===== src/rtl/ea_gen_pkg.sv =====
package ea_gen_pkg;

    typedef enum logic [1:0] {
        ST_IDLE  = 2'd0,
        ST_FETCH = 2'd1,
        ST_DONE  = 2'd2
    } ea_state_t;

endpackage


===== src/rtl/ea_page_sel.sv =====
module ea_page_sel #(
    parameter int ADDR_W = 15,
    parameter int OFS_W  = 9,
    localparam int SEC_W = ADDR_W - OFS_W
) (
    input  logic [OFS_W-1:0]  offset,
    input  logic              use_cur,
    input  logic [SEC_W-1:0]  cur_sector,
    input  logic [SEC_W-1:0]  base_sector,
    output logic [ADDR_W-1:0] page_addr
);

    always_comb begin
        page_addr = use_cur ? {cur_sector, offset} : {base_sector, offset};
    end

endmodule


===== src/rtl/ea_index_add.sv =====
module ea_index_add #(
    parameter int ADDR_W = 15
) (
    input  logic [ADDR_W-1:0] addr_in,
    input  logic [ADDR_W-1:0] xval,
    input  logic              en,
    output logic [ADDR_W-1:0] addr_out
);

    always_comb begin
        addr_out = en ? (addr_in + xval) : addr_in;
    end

endmodule


===== src/rtl/ea_ind_decode.sv =====
module ea_ind_decode #(
    parameter int WORD_W  = 16,
    parameter int ADDR_W  = 15,
    parameter bit IND_TAG = 1'b1
) (
    input  logic [WORD_W-1:0] word,
    output logic              flag,
    output logic              tag,
    output logic [ADDR_W-1:0] addr
);

    assign flag = word[WORD_W-1];

    generate
        if (IND_TAG) begin : g_tagged
            assign tag  = word[WORD_W-2];
            assign addr = ADDR_W'(word[WORD_W-3:0]);
        end else begin : g_full
            assign tag  = 1'b0;
            assign addr = word[ADDR_W-1:0];
        end
    endgenerate

endmodule


===== src/rtl/ea_gen.sv =====
module ea_gen
    import ea_gen_pkg::*;
#(
    parameter int WORD_W  = 16,
    parameter int ADDR_W  = 15,
    parameter int OFS_W   = 9,
    parameter bit IND_TAG = 1'b1,
    localparam int SEC_W  = ADDR_W - OFS_W
) (
    input  logic              clk,
    input  logic              rst_n,
    input  logic              start,
    input  logic              abort,
    input  logic [WORD_W-1:0] instr,
    input  logic [ADDR_W-1:0] pc,
    input  logic [WORD_W-1:0] xreg,
    input  logic [SEC_W-1:0]  base_sector,
    output logic              mem_req,
    output logic [ADDR_W-1:0] mem_addr,
    input  logic              mem_ack,
    input  logic [WORD_W-1:0] mem_rdata,
    output logic              ea_valid,
    output logic [ADDR_W-1:0] ea
);

    localparam int FLAG_POS = WORD_W - 1;
    localparam int TAG_POS  = WORD_W - 2;
    localparam int SEL_POS  = OFS_W;

    ea_state_t         state_q, state_d;
    logic [ADDR_W-1:0] ptr_q, ptr_d;
    logic [ADDR_W-1:0] x_q, x_d;
    logic [ADDR_W-1:0] page_addr, first_addr, ind_addr, chain_addr;
    logic              ind_flag, ind_tag;

    wire unused_bits = ^{instr[TAG_POS-1:SEL_POS+1], pc[OFS_W-1:0],
                         xreg[WORD_W-1:ADDR_W]};

    ea_page_sel #(.ADDR_W(ADDR_W), .OFS_W(OFS_W)) u_page (
        .offset      (instr[OFS_W-1:0]),
        .use_cur     (instr[SEL_POS]),
        .cur_sector  (pc[ADDR_W-1:OFS_W]),
        .base_sector (base_sector),
        .page_addr   (page_addr)
    );

    ea_index_add #(.ADDR_W(ADDR_W)) u_ix_first (
        .addr_in  (page_addr),
        .xval     (xreg[ADDR_W-1:0]),
        .en       (instr[TAG_POS]),
        .addr_out (first_addr)
    );

    ea_ind_decode #(.WORD_W(WORD_W), .ADDR_W(ADDR_W), .IND_TAG(IND_TAG)) u_dec (
        .word (mem_rdata),
        .flag (ind_flag),
        .tag  (ind_tag),
        .addr (ind_addr)
    );

    ea_index_add #(.ADDR_W(ADDR_W)) u_ix_chain (
        .addr_in  (ind_addr),
        .xval     (x_q),
        .en       (ind_tag),
        .addr_out (chain_addr)
    );

    // Next-state and datapath selection
    always_comb begin
        state_d = state_q;
        ptr_d   = ptr_q;
        x_d     = x_q;
        unique case (state_q)
            ST_IDLE: begin
                if (start) begin
                    ptr_d   = first_addr;
                    x_d     = xreg[ADDR_W-1:0];
                    state_d = instr[FLAG_POS] ? ST_FETCH : ST_DONE;
                end
            end
            ST_FETCH: begin
                if (mem_ack) begin
                    ptr_d   = chain_addr;
                    state_d = ind_flag ? ST_FETCH : ST_DONE;
                end
            end
            ST_DONE: begin
                state_d = ST_IDLE;
            end
            default: begin
                state_d = ST_IDLE;
            end
        endcase
        if (abort) begin
            state_d = ST_IDLE;
        end
    end

    // State register
    always_ff @(posedge clk or negedge rst_n) begin
        if (!rst_n) begin
            state_q <= ST_IDLE;
        end else begin
            state_q <= state_d;
        end
    end

    // Pointer and captured index
    always_ff @(posedge clk or negedge rst_n) begin
        if (!rst_n) begin
            ptr_q <= '0;
            x_q   <= '0;
        end else begin
            ptr_q <= ptr_d;
            x_q   <= x_d;
        end
    end

    // Outputs
    always_comb begin
        mem_req  = (state_q == ST_FETCH);
        mem_addr = ptr_q;
        ea_valid = (state_q == ST_DONE);
        ea       = ptr_q;
    end


    req_hold_chk: assert property (@(posedge clk) disable iff (!rst_n)
        (mem_req && !mem_ack && !abort) |=> (mem_req && $stable(mem_addr)));


    done_pulse_chk: assert property (@(posedge clk) disable iff (!rst_n)
        ea_valid |=> !ea_valid);


    done_no_req_chk: assert property (@(posedge clk) disable iff (!rst_n)
        ea_valid |-> !mem_req);


    abort_idle_chk: assert property (@(posedge clk) disable iff (!rst_n)
        abort |=> (!mem_req && !ea_valid));


    busy_start_chk: assert property (@(posedge clk) disable iff (!rst_n)
        (mem_req && !mem_ack && !abort && start) |=> $stable(mem_addr));

endmodule


===== config.mk =====
export PLATFORM = sky130hd
export DESIGN_NAME = ea_gen
export DESIGN_NICKNAME = d
export VERILOG_FILES = /design/src/rtl/ea_gen_pkg.sv /design/src/rtl/ea_page_sel.sv /design/src/rtl/ea_index_add.sv /design/src/rtl/ea_ind_decode.sv /design/src/rtl/ea_gen.sv
export SDC_FILE = /design/constraint.sdc
export NUM_CORES = 1
export LEC_CHECK = 0
export CAP_MARGIN = 20
export CORE_MARGIN = 5
export CORE_UTILIZATION = 47
export DETAILED_ROUTE_END_ITERATION = 7
export PLACE_DENSITY = 0.81
export SYNTH_ARGS = -nofsm -noshare
export SYNTH_HDL_FRONTEND = slang
export SYNTH_SLANG_ARGS = --single-unit

===== constraint.sdc =====
create_clock -name clk -period 2.9 [get_ports clk]
set_input_delay 0.29 -clock clk [delete_from_list [all_inputs] [get_ports clk]]
set_output_delay 0.29 -clock clk [all_outputs]
set_load 0.02 [all_outputs]

* After elaboration in Yosys (flattened, before gate mapping)
Cells that the tools add are included.
** Storage, ports and cells
- Register bits :: 32
- Output and inout bits :: 32
** Cells by class
- $add $sub $neg :: 2
- Mux-type cells :: 12
- Reduce and logical (&&, ||, !) cells :: 5
- Equal/unequal tests :: 6
** Operators with widths (count)
- $mux 15 :: 5
- $pmux 15 s2 :: 1
- $add 14x15->15 :: 1
- $add 15x15->15 :: 1
- $mux 2 :: 5
- $pmux 2 s2 :: 1
- $reduce_and 2->1 :: 2
- $ne 3x2->1 const B :: 1
- $ne 3x3->1 const B :: 1
- $reduce_and 3->1 :: 1
- $eq 2x1->1 const B :: 1
- $eq 2x2->1 const B :: 1
- $logic_not 2->1 :: 1
- $ne 2x1->1 const B :: 1
- $ne 2x2->1 const B :: 1
- $reduce_bool 2->1 :: 1

* Longest topological paths before layout
Gate-level depths: netlist of the first run.
- Word-level depth :: 5
- Gate-level depth with buffers :: 10
- Mapped depth without buffers :: 9

* Hierarchy
Synthesis of the first run repeated with hierarchy kept, for this count alone.
** Second synthesis, totals
- Cells, all modules :: 379
- Area total of the unflattened synthesis :: 3684.8 um2
** By module, submodules not included
- ea_gen :: sequential area each 800.8 um2, area an instance 1566.5 um2, times used 1, cells each 110
- ea_index_add (u_ix_first) :: sequential area each 0.0 um2, area an instance 924.6 um2, times used 1, cells each 122
- ea_index_add (u_ix_chain) :: sequential area each 0.0 um2, area an instance 893.4 um2, times used 1, cells each 113
- ea_page_sel :: sequential area each 0.0 um2, area an instance 168.9 um2, times used 1, cells each 16
- ea_ind_decode :: sequential area each 0.0 um2, area an instance 131.4 um2, times used 1, cells each 18

* Worst setup path before layout of the first run
Ideal clock, no wire load.
- Path type :: in2reg
- Start :: input instr[9]
- End :: register ptr_q[14], in the netlist ea[14]
- Cell stages on the path :: 9
- Setup slack :: 0.559 ns
- Data required time :: 2.767 ns
- Library setup time :: 0.133 ns
- Arrival time :: 2.208 ns
- Cell sequence :: clkbuf_1 > mux2_2 > ha_1 > a21o_1 > a211o_1 > o22a_1 > o31ai_1 > mux2i_1 > nand3_1
** Between the ends
- Word-level cells in the longest chain between the ends :: 5
** RTL lines
- start, declared :: line ea_gen.sv:14 : input logic [WORD_W-1:0] instr,
- $mux 15 (*) :: line ea_page_sel.sv:14 : page_addr = use_cur ? {cur_sector, offset} : {base_sector, offset};
- $add 15x15->15 :: line ea_index_add.sv:11 : addr_out = en ? (addr_in + xval) : addr_in;
- $mux 15 (*) :: line ea_index_add.sv:11
- $mux 15 (*) :: line ea_gen.sv:75 : if (start) begin
- $pmux 15 s2 (*) :: line ea_gen.sv:73 : unique case (state_q)
- end signal, assigned :: line ea_gen.sv:114 : ptr_q <= ptr_d;
- end, declared :: line ea_gen.sv:31 : logic [ADDR_W-1:0] ptr_q, ptr_d;
Every way passes the cells marked *; elsewhere a longest branch is shown, timed or not. The select of a mux whose other input is x is not followed.
A chain may end at the register's enable or synchronous reset.

* Worst setup path after layout of the first run
- Start :: input instr[9]
- End :: register ptr_q[13], in the netlist ea[13]
The elaborated chain is that of the path after synthesis.

==> results of run 1 <==
flip-flops by register name, summed over array words and instances, names as in the netlist:
register / flops
state_q: 2
ea: 15
x_q: 15
logic make-up after synthesis:
family / Yosys count / synth area share (%)
flip-flops: 32 / 24.57
AND/OR/NAND/NOR: 110 / 16.43
multiplexers: 35 / 11.52
XOR/XNOR: 13 / 3.493
AO/OA/AOI/OAI: 120 / 24.88
adder cells (fa/ha/maj): 30 / 11.98
buffers and inverters: 46 / 7.140
cell type report:
type / instances / share of cell area [%]
multi-input cells: 308 / 51.74
inverters: 17 / 1.480
repair buffers: 108 / 24.09
flip-flops and latches: 32 / 18.57
clock buffers: 6 / 1.683
well taps: 80 / 2.322
clock inverters: 1 / 0.1161
layout by cell type, fill, tap and decap left out, types with 3 or more instances in the layout:
master	n
sky130_fd_sc_hd__a31oi_1	3
sky130_fd_sc_hd__o221ai_1	4
sky130_fd_sc_hd__a21o_1	12
sky130_fd_sc_hd__clkdlybuf4s50_1	91
sky130_fd_sc_hd__a221oi_1	4
sky130_fd_sc_hd__nand3_1	6
sky130_fd_sc_hd__nor2b_1	7
sky130_fd_sc_hd__dfrtp_1	32
sky130_fd_sc_hd__xor2_1	3
sky130_fd_sc_hd__o21a_1	6
sky130_fd_sc_hd__ha_1	28
sky130_fd_sc_hd__mux2i_1	15
sky130_fd_sc_hd__nor2_1	31
sky130_fd_sc_hd__nand2_1	28
sky130_fd_sc_hd__o31ai_1	4
sky130_fd_sc_hd__nand2b_1	9
sky130_fd_sc_hd__nor3_1	8
sky130_fd_sc_hd__a21oi_1	23
sky130_fd_sc_hd__and3_1	7
sky130_fd_sc_hd__inv_1	17
sky130_fd_sc_hd__o21ai_0	33
sky130_fd_sc_hd__xnor2_1	10
sky130_fd_sc_hd__clkbuf_8	5
sky130_fd_sc_hd__a211oi_1	8
sky130_fd_sc_hd__mux2_2	20
sky130_fd_sc_hd__buf_4	17
how the worst max path moves through the flow:
stage	to	startpoint	slack [ns]	cells after the start
after global routing	ea[13]	instr[9]	0.09	11
after global placement	ea[13]	instr[9]	-0.02	9
after floorplan	ea[14]	instr[9]	0.56	9
after detailed placement	ea[13]	instr[9]	-0.09	9
after CTS	ea[13]	instr[9]	0.20	9
final	ea[13]	instr[9]	0.14	9
layer usage:
layer | wire, µm | GRT usage (%) | vias up
met3 | 611 | 3.298 | 16
li1 | - | - | 1578
met1 | 4244 | 28.81 | 1561
met4 | 170 | 6.471 | 0
met2 | 4553 | 37.58 | 125
met5 | 0 | 0 | -
power by group:
group | total, µW | internal (µW) | switching, µW
logic | 1170 | 575 | 598
registers | 609 | 534 | 74.7
clock network | 327 | 163 | 164
through the flow:
step                      worst slack, ns  hold slack (ns)  power [µW]  cell area, µm²
after CTS                          0.1994           0.4304        2107            4312
final                              0.1388           0.4190        2109            4312
after global placement           -0.01536           0.4890        1744            4234
after floorplan                    0.5586        -0.005591        1366            3259
after global routing              0.09302           0.4550        2241            4312
after detailed placement         -0.09052           0.4968        1779            4234
==> flow_summary.json, run 1 <==
{
  "grt_pass1_vias": 3143,
  "yosys.cell_types.count": 54,
  "worst-setup-path-type": "input port to flop",
  "die_height_um": 93.28,
  "cts-buffers-inserted": 5,
  "clock_path_buffers": 2,
  "area_share_of_the_largest_cell_type_after_synthesis_pct": 24.57,
  "fillers": 586,
  "ys_top_cells_by_count": "sky130_fd_sc_hd__o21ai_0 (33), sky130_fd_sc_hd__dfrtp_1 (32), sky130_fd_sc_hd__nor2_1 (31), sky130_fd_sc_hd__ha_1 (28), sky130_fd_sc_hd__nand2_1 (28)",
  "synth_enable_flop_cells": 0,
  "seq_area_frac_synth_pct": 24.57,
  "p_leak_uw": 0.001883,
  "skew_ns": 0.007629,
  "seq_area_um2": 800.8,
  "syn_nets": 490,
  "timing.critical_path.required_ns": 3.05,
  "r2r_slack_ns": 0.47,
  "route.detailed.wl_per_inst_um": 17.36,
  "syn_area_per_cell_um2": 8.444,
  "synth.largest_area_cell": "sky130_fd_sc_hd__dfrtp_1",
  "synth.yosys.warnings": 0,
  "tritoncts": "done",
  "areaGrowthSynthToFinish_pct": 32.28,
  "place.gp.congestion": 0.8795,
  "setup_tns_ns": 0,
  "timing.critical_path.slowest_stage_cell": "sky130_fd_sc_hd__clkdlybuf4s50_1",
  "hold_viol_final": 0,
  "clk-insertion-delay-late_ns": 0.28,
  "fin_crit_sh_pct": 95.21,
  "timing.final.max_slew_violations": 0,
  "clock_tree.root_cell": "sky130_fd_sc_hd__clkbuf_8",
  "final-instance-count-excl-fill": 552,
  "antenna_violations_before_repair": 0,
  "dpl.cell_count": 545,
  "utilization_pct": 63.81,
  "finalSetupViolations": 0,
  "detailroute.via_count": 3280,
  "power-per-cell-area_nw_per_um2": 489.1,
  "crit_path_max_fanout": 5,
  "overflow": 0,
  "rows": 30,
  "relSlewSlack_pct": 37.32,
  "starting_density_of_the_core_pct": 48.24,
  "most_used_standard_cell_by_instance_count_after_synthesis": "sky130_fd_sc_hd__o21ai_0",
  "syn_inst": 386,
  "routed_wirelength_mm": 9.580,
  "first_pass_iters": 5,
  "grt_max_degree": 33,
  "portBuffers": 91,
  "antenna_diodes": 0,
  "result_of_the_run": "completed",
  "endpoint_kind": "flop",
  "dp_hpwl_mm": 7.766,
  "detailedRoute.firstIterationViolations": 160,
  "post_cts_buffers": 0,
  "hp-class": "input port to async pin",
  "cp_cell_sequence": "clkdlybuf4s50_1 -> mux2_2 -> ha_1 -> or3_1 -> a221oi_1 -> o21a_1 -> nor3_1 -> o31ai_1 -> nand3_1",
  "grt_setup_unrepaired": "false",
  "critical_path_startpoint_category": "input port",
  "asyncSetResetFlopFracSynth_pct": 100.0,
  "multi_input_comb_area_um2": 2231,
  "clkSinkCount": 32,
  "worst_path_largest_cell_delay_ns": 0.59,
  "timing_worst_slew_pin_value_ns": 0.9372,
  "grt_first_pass_wirelength_mm": 15.37,
  "core_area_um2": 6756,
  "worstPathBufferInverterCount": 1,
  "drt-vias-per-instance": 5.942,
  "dieWidth_um": 93.28,
  "num-nets-final": 576,
  "drc_errors": 0,
  "synth_top_cells_by_area": "sky130_fd_sc_hd__dfrtp_1 (25%), sky130_fd_sc_hd__ha_1 (11%), sky130_fd_sc_hd__mux2_2 (6.9%)",
  "dominantRegCellSynth": "sky130_fd_sc_hd__dfrtp_1",
  "post_cts_resized": 0,
  "io-pin-count": 106,
  "drv_cap": 0,
  "dieArea_um2": 8700,
  "post_synthesis_instance_area_um2": 3259,
  "r2r_start": "x_q[0]",
  "rr_endpoint": "ea[12]",
  "finalWorstPathRequiredPeriod_ns": 2.761,
  "drive_above_1_share_pct": 10.38,
  "ctsHtreeMaxLevel": 2,
  "timing.critical_path.max_delay_family": "compound AO/OA/AOI/OAI gates",
  "ant_nets": 0,
  "critical_path_arrival_ns": 2.91,
  "ff2ff_path_depth": 9,
  "power.ir.vdd_worst_mv": 0.1805,
  "cts-hold-fix-buffers": 0,
  "timing.fmax_mhz": 362.2,
  "reg_clk_slew_reported_paths_ns": 0.07,
  "postSynthRegisterBits": 32,
  "grt.total_usage_pct": 22.07
}
Power figures use the tool's default switching activity.
==> inputs of run 2 (changes only) <==
- CORE_UTILIZATION: 47 -> 51
- CTS_CLUSTER_SIZE: not set -> 25
- PLACE_DENSITY: 0.81 -> 0.87
- clock period: 2.9 -> 3.2 ns (I/O delays scaled with it)
==> flow_summary.json, run 2 (synthesized netlist as in run 1, its figures left out) <==
{
  "ctsHtreeMaxLevel": 2,
  "drc_errors": 0,
  "starting_density_of_the_core_pct": 51.92,
  "detailedRoute.firstIterationViolations": 263,
  "fin_crit_sh_pct": 88.73,
  "die_height_um": 89.95,
  "reg_clk_slew_reported_paths_ns": 0.08,
  "clock_tree.root_cell": "sky130_fd_sc_hd__clkbuf_8",
  "timing.critical_path.required_ns": 3.37,
  "portBuffers": 91,
  "place.gp.congestion": 0.8628,
  "mostFrequentLayoutCell": "sky130_fd_sc_hd__clkdlybuf4s50_1",
  "grt_first_pass_wirelength_mm": 16.10,
  "num-nets-final": 566,
  "critical_path_arrival_ns": 3.01,
  "timing.final.max_slew_violations": 0,
  "fin_worst_hold_slack_ns": 0.4239,
  "relSlewSlack_pct": 38.88,
  "first_pass_iters": 5,
  "critical_path_startpoint_category": "input port",
  "drv_cap": 0,
  "timing_worst_slew_pin_value_ns": 0.9140,
  "antenna_diodes": 0,
  "detailroute.via_count": 3378,
  "dieArea_um2": 8090,
  "antenna_violations_before_repair": 0,
  "crit_path_max_fanout": 6,
  "cp_cell_sequence": "clkdlybuf4s50_1 -> mux2_2 -> ha_1 -> or3_1 -> a221oi_1 -> o21a_1 -> nor3_1 -> o31ai_1 -> nand3_1",
  "clkSinkCount": 32,
  "route.detailed.wl_per_inst_um": 18.13,
  "timing.fmax_mhz": 352.2,
  "grt_max_degree": 33,
  "areaGrowthSynthToFinish_pct": 30.48,
  "clock_path_buffers": 2,
  "post_cts_buffers": 0,
  "power.ir.vdd_worst_mv": 0.2466,
  "drive_above_1_share_pct": 8.855,
  "finalSetupViolations": 0,
  "io-pin-count": 106,
  "result_of_the_run": "completed",
  "p_leak_uw": 0.001837,
  "post_cts_resized": 0,
  "dp_hpwl_mm": 7.610,
  "cts-hold-fix-buffers": 0,
  "hp-class": "input port to async pin",
  "ant_nets": 0,
  "worst_path_largest_cell_delay_ns": 0.66,
  "drt-vias-per-instance": 6.256,
  "core_area_um2": 6277,
  "clk-insertion-delay-late_ns": 0.30,
  "grt_pass1_vias": 3298,
  "rows": 29,
  "cts-buffers-inserted": 5,
  "skew_ns": 0.01126,
  "hold_viol_final": 0,
  "worst-setup-path-type": "input port to flop",
  "grt_setup_unrepaired": "false",
  "design_power_total_uw": 1956,
  "finalWorstPathRequiredPeriod_ns": 2.839,
  "routed_wirelength_mm": 9.792,
  "timing.critical_path.slowest_stage_cell": "sky130_fd_sc_hd__clkdlybuf4s50_1",
  "grt.total_usage_pct": 23.87,
  "power-per-cell-area_nw_per_um2": 459.9,
  "tritoncts": "done",
  "overflow": 0,
  "dieWidth_um": 89.95,
  "setup_tns_ns": 0,
  "layout_common_cells": "sky130_fd_sc_hd__clkdlybuf4s50_1 (91), sky130_fd_sc_hd__o21ai_0 (33), sky130_fd_sc_hd__dfrtp_1 (32)",
  "endpoint_kind": "flop"
}
[run 2: cell types whose count changed in the layout (fill, tap and decap cells not counted)]
cell,delta
sky130_fd_sc_hd__clkinvlp_4,+2
sky130_fd_sc_hd__clkbuf_1,-1
sky130_fd_sc_hd__buf_4,-10
sky130_fd_sc_hd__clkbuf_8,+1
sky130_fd_sc_hd__clkinv_2,-1
[run 2: final cells by class]
class                   instances  area [µm²]
multi-input cells             308        2231
fillers                       474        2024
repair buffers                 98       963.4
flip-flops and latches         32       800.8
well taps                      77       96.34
clock buffers                   6       82.58
inverters                      17       63.81
clock inverters                 2       15.01
[run 2: metal layers]
metal  wire length, µm  part of all wire (%)  global-route usage, %  vias up
li1                  -                     -                      -     1566
met1              4026                    41                  30.66     1594
met2              4700                    48                  39.70      192
met3               833                   8.5                  4.674       26
met4               231                   2.4                  8.809        0
met5                 0                     0                      0        -
[run 2: path summary, 6_finish.rpt]
kind                       startpoint  endpoint  slack [ns]  cells after the start
max in group asynchronous       rst_n     ea[0]        2.47                      2
setup reg to reg               x_q[0]    ea[12]        0.75                      9
setup / recovery             instr[9]    ea[13]        0.36                      9
min in group clk                ea[3]     ea[3]        0.50                      1
hold / removal                  rst_n    x_q[8]        0.42                      2
hold reg to reg                 ea[3]     ea[3]        0.50                      1
[run 2: worst max-delay path: cells and delay by family]
kind                       cells  cell delay, ns
AOI/OAI and AO/OA              3            0.85
buffers and inverters          1            0.66
and+or+nand+nor                3            0.56
muxes                          1            0.40
adders and majority gates      1            0.23
[run 2: stage by stage]
stage	util [%]	setup slack (ns)	instance area, µm²	std cells
2_1_floorplan	-	0.8286	3259	386
3_3_place_gp	66.19	0.1545	4155	532
3_5_place_dp	66.19	0.02680	4155	532
4_1_cts	67.75	0.3515	4253	540
5_1_grt	67.75	0.1903	4253	540
6_report	67.75	0.3606	4253	540
[run 2: where the power goes]
| part | internal (µW) | total [µW] | switching (µW) |
|---|---|---|---|
| combinational | 509 | 1060 | 549 |
| clock | 174 | 344 | 169 |
| sequential | 484 | 554 | 70.6 |
==> inputs of run 3 (changes only) <==
==> constraint.sdc (replaced) <==
create_clock -name clk -period 3.2 [get_ports clk]
set_input_delay 0.32 -clock clk [delete_from_list [all_inputs] [get_ports clk]]
set_output_delay 0.32 -clock clk [all_outputs]
set_load 0.005 [all_outputs]
==> flow_summary.json, run 3 (synthesized netlist as in run 1, its figures left out) <==
{
  "clkSinkCount": 32,
  "num-nets-final": 567,
  "layout_common_cells": "sky130_fd_sc_hd__clkdlybuf4s50_1 (91), sky130_fd_sc_hd__o21ai_0 (33), sky130_fd_sc_hd__dfrtp_1 (32)",
  "power-per-cell-area_nw_per_um2": 428.5,
  "tritoncts": "done",
  "drc_errors": 0,
  "detailroute.via_count": 3324,
  "die_height_um": 89.95,
  "p_leak_uw": 0.001849,
  "worst-setup-path-type": "input port to flop",
  "endpoint_kind": "flop",
  "clock_tree.root_cell": "sky130_fd_sc_hd__clkbuf_8",
  "grt_pass1_vias": 3169,
  "fillers": 484,
  "post_cts_resized": 0,
  "core_area_um2": 6277,
  "fin_crit_sh_pct": 89.67,
  "ant_nets": 0,
  "grt_setup_unrepaired": "false",
  "crit_path_max_fanout": 6,
  "clk-insertion-delay-late_ns": 0.29,
  "first_pass_iters": 5,
  "timing.critical_path.required_ns": 3.36,
  "r2r_start": "x_q[0]",
  "grt_max_degree": 33,
  "cts-hold-fix-buffers": 0,
  "grt.total_usage_pct": 23.23,
  "io-pin-count": 106,
  "relSlewSlack_pct": 39.85,
  "dpl.cell_count": 533,
  "dp_hpwl_mm": 7.709,
  "finish.instance_area_um2": 4255,
  "detailedRoute.firstIterationViolations": 283,
  "ctsHtreeMaxLevel": 2,
  "post_cts_buffers": 0,
  "hp-class": "input port to async pin",
  "areaGrowthSynthToFinish_pct": 30.56,
  "routed_wirelength_mm": 9.756,
  "seq_area_um2": 800.8,
  "finalWorstPathRequiredPeriod_ns": 2.869,
  "critical_path_arrival_ns": 3.03,
  "antenna_diodes": 0,
  "antenna_violations_before_repair": 0,
  "cts-buffers-inserted": 5,
  "reg_clk_slew_reported_paths_ns": 0.07,
  "overflow": 0,
  "worst_setup_path_startpoint": "instr[9]",
  "grtUsageMet3_pct": 3.506,
  "dieWidth_um": 89.95,
  "starting_density_of_the_core_pct": 51.92,
  "grt.busiest_layer": "met2",
  "mostFrequentLayoutCell": "sky130_fd_sc_hd__clkdlybuf4s50_1",
  "global_route.usage.met1_pct": 30.01,
  "dieArea_um2": 8090,
  "route.detailed.wl_per_inst_um": 18.03,
  "setup_tns_ns": 0,
  "rows": 29,
  "hold_viol_final": 0,
  "fin_worst_hold_slack_ns": 0.4570,
  "skew_ns": 0.005651,
  "power.ir.vdd_worst_mv": 0.2461,
  "timing.final.max_slew_violations": 0,
  "critical_path_startpoint_category": "input port",
  "timing.fmax_mhz": 348.5,
  "final-instance-count-excl-fill": 541,
  "globalRouteMet2Util_pct": 39.51,
  "grt_first_pass_wirelength_mm": 15.58,
  "multi_input_comb_area_um2": 2231,
  "drt-vias-per-instance": 6.144,
  "placed_cell_area_um2": 4163,
  "drive_above_1_share_pct": 9.052,
  "finalSetupViolations": 0,
  "place.gp.congestion": 0.8580,
  "result_of_the_run": "completed",
  "portBuffers": 91,
  "drv_cap": 0,
  "clock_path_buffers": 2,
  "timing_worst_slew_pin_value_ns": 0.8994,
  "design_power_total_uw": 1823
}
run 3: final timing paths:
| check | cells past startpoint | slack [ns] | endpoint |
|---|---|---|---|
| worst min register to register | 1 | 0.50 | ea[3] |
| worst max register to register | 9 | 0.67 | ea[12] |
| worst min-delay path | 2 | 0.46 | x_q[2] |
| min in group clk | 1 | 0.50 | ea[3] |
| max in group asynchronous | 2 | 2.44 | ea[6] |
| worst max-delay path | 9 | 0.33 | ea[13] |
run 3: metrics by stage:
step                      worst slack [ns]  util, %
after floorplan                     0.8286        -
after global routing                0.1908    67.79
after CTS                           0.3906    67.79
after detailed placement           0.08823    66.31
after global placement              0.1630    66.31
final                               0.3307    67.79
run 3: report_power, final:
part	switching [µW]	internal (µW)	leakage, µW
Sequential	68.8	484	0.000380
Clock	157	171	0.0000510
Combinational	435	507	0.00142
Total	661	1160	0.00185
run 3: final cells by class:
class                           count  area share (%)
Multi-Input combinational cell    308           52.43
Timing Repair Buffer               99           22.82
Sequential cell                    32           18.82
Tap cell                           77           2.264
Clock buffer                        6           1.941
Inverter                           17           1.500
Clock inverter                      2          0.2352
run 3: routing by layer:
layer / routed length (µm) / vias to the layer above
met2: 4721 / 165
met4: 255 / 0
met1: 4052 / 1570
met3: 727 / 27
met5: 0 / -
li1: - / 1562
run 3: worst max-delay path: stages:
cell and delay, ns:
sky130_fd_sc_hd__clkdlybuf4s50_1 0.66, sky130_fd_sc_hd__mux2_2 0.41, sky130_fd_sc_hd__ha_1 0.22, sky130_fd_sc_hd__or3_1 0.38, sky130_fd_sc_hd__a221oi_1 0.25, sky130_fd_sc_hd__o21a_1 0.20
sky130_fd_sc_hd__nor3_1 0.05, sky130_fd_sc_hd__o31ai_1 0.41, sky130_fd_sc_hd__nand3_1 0.12
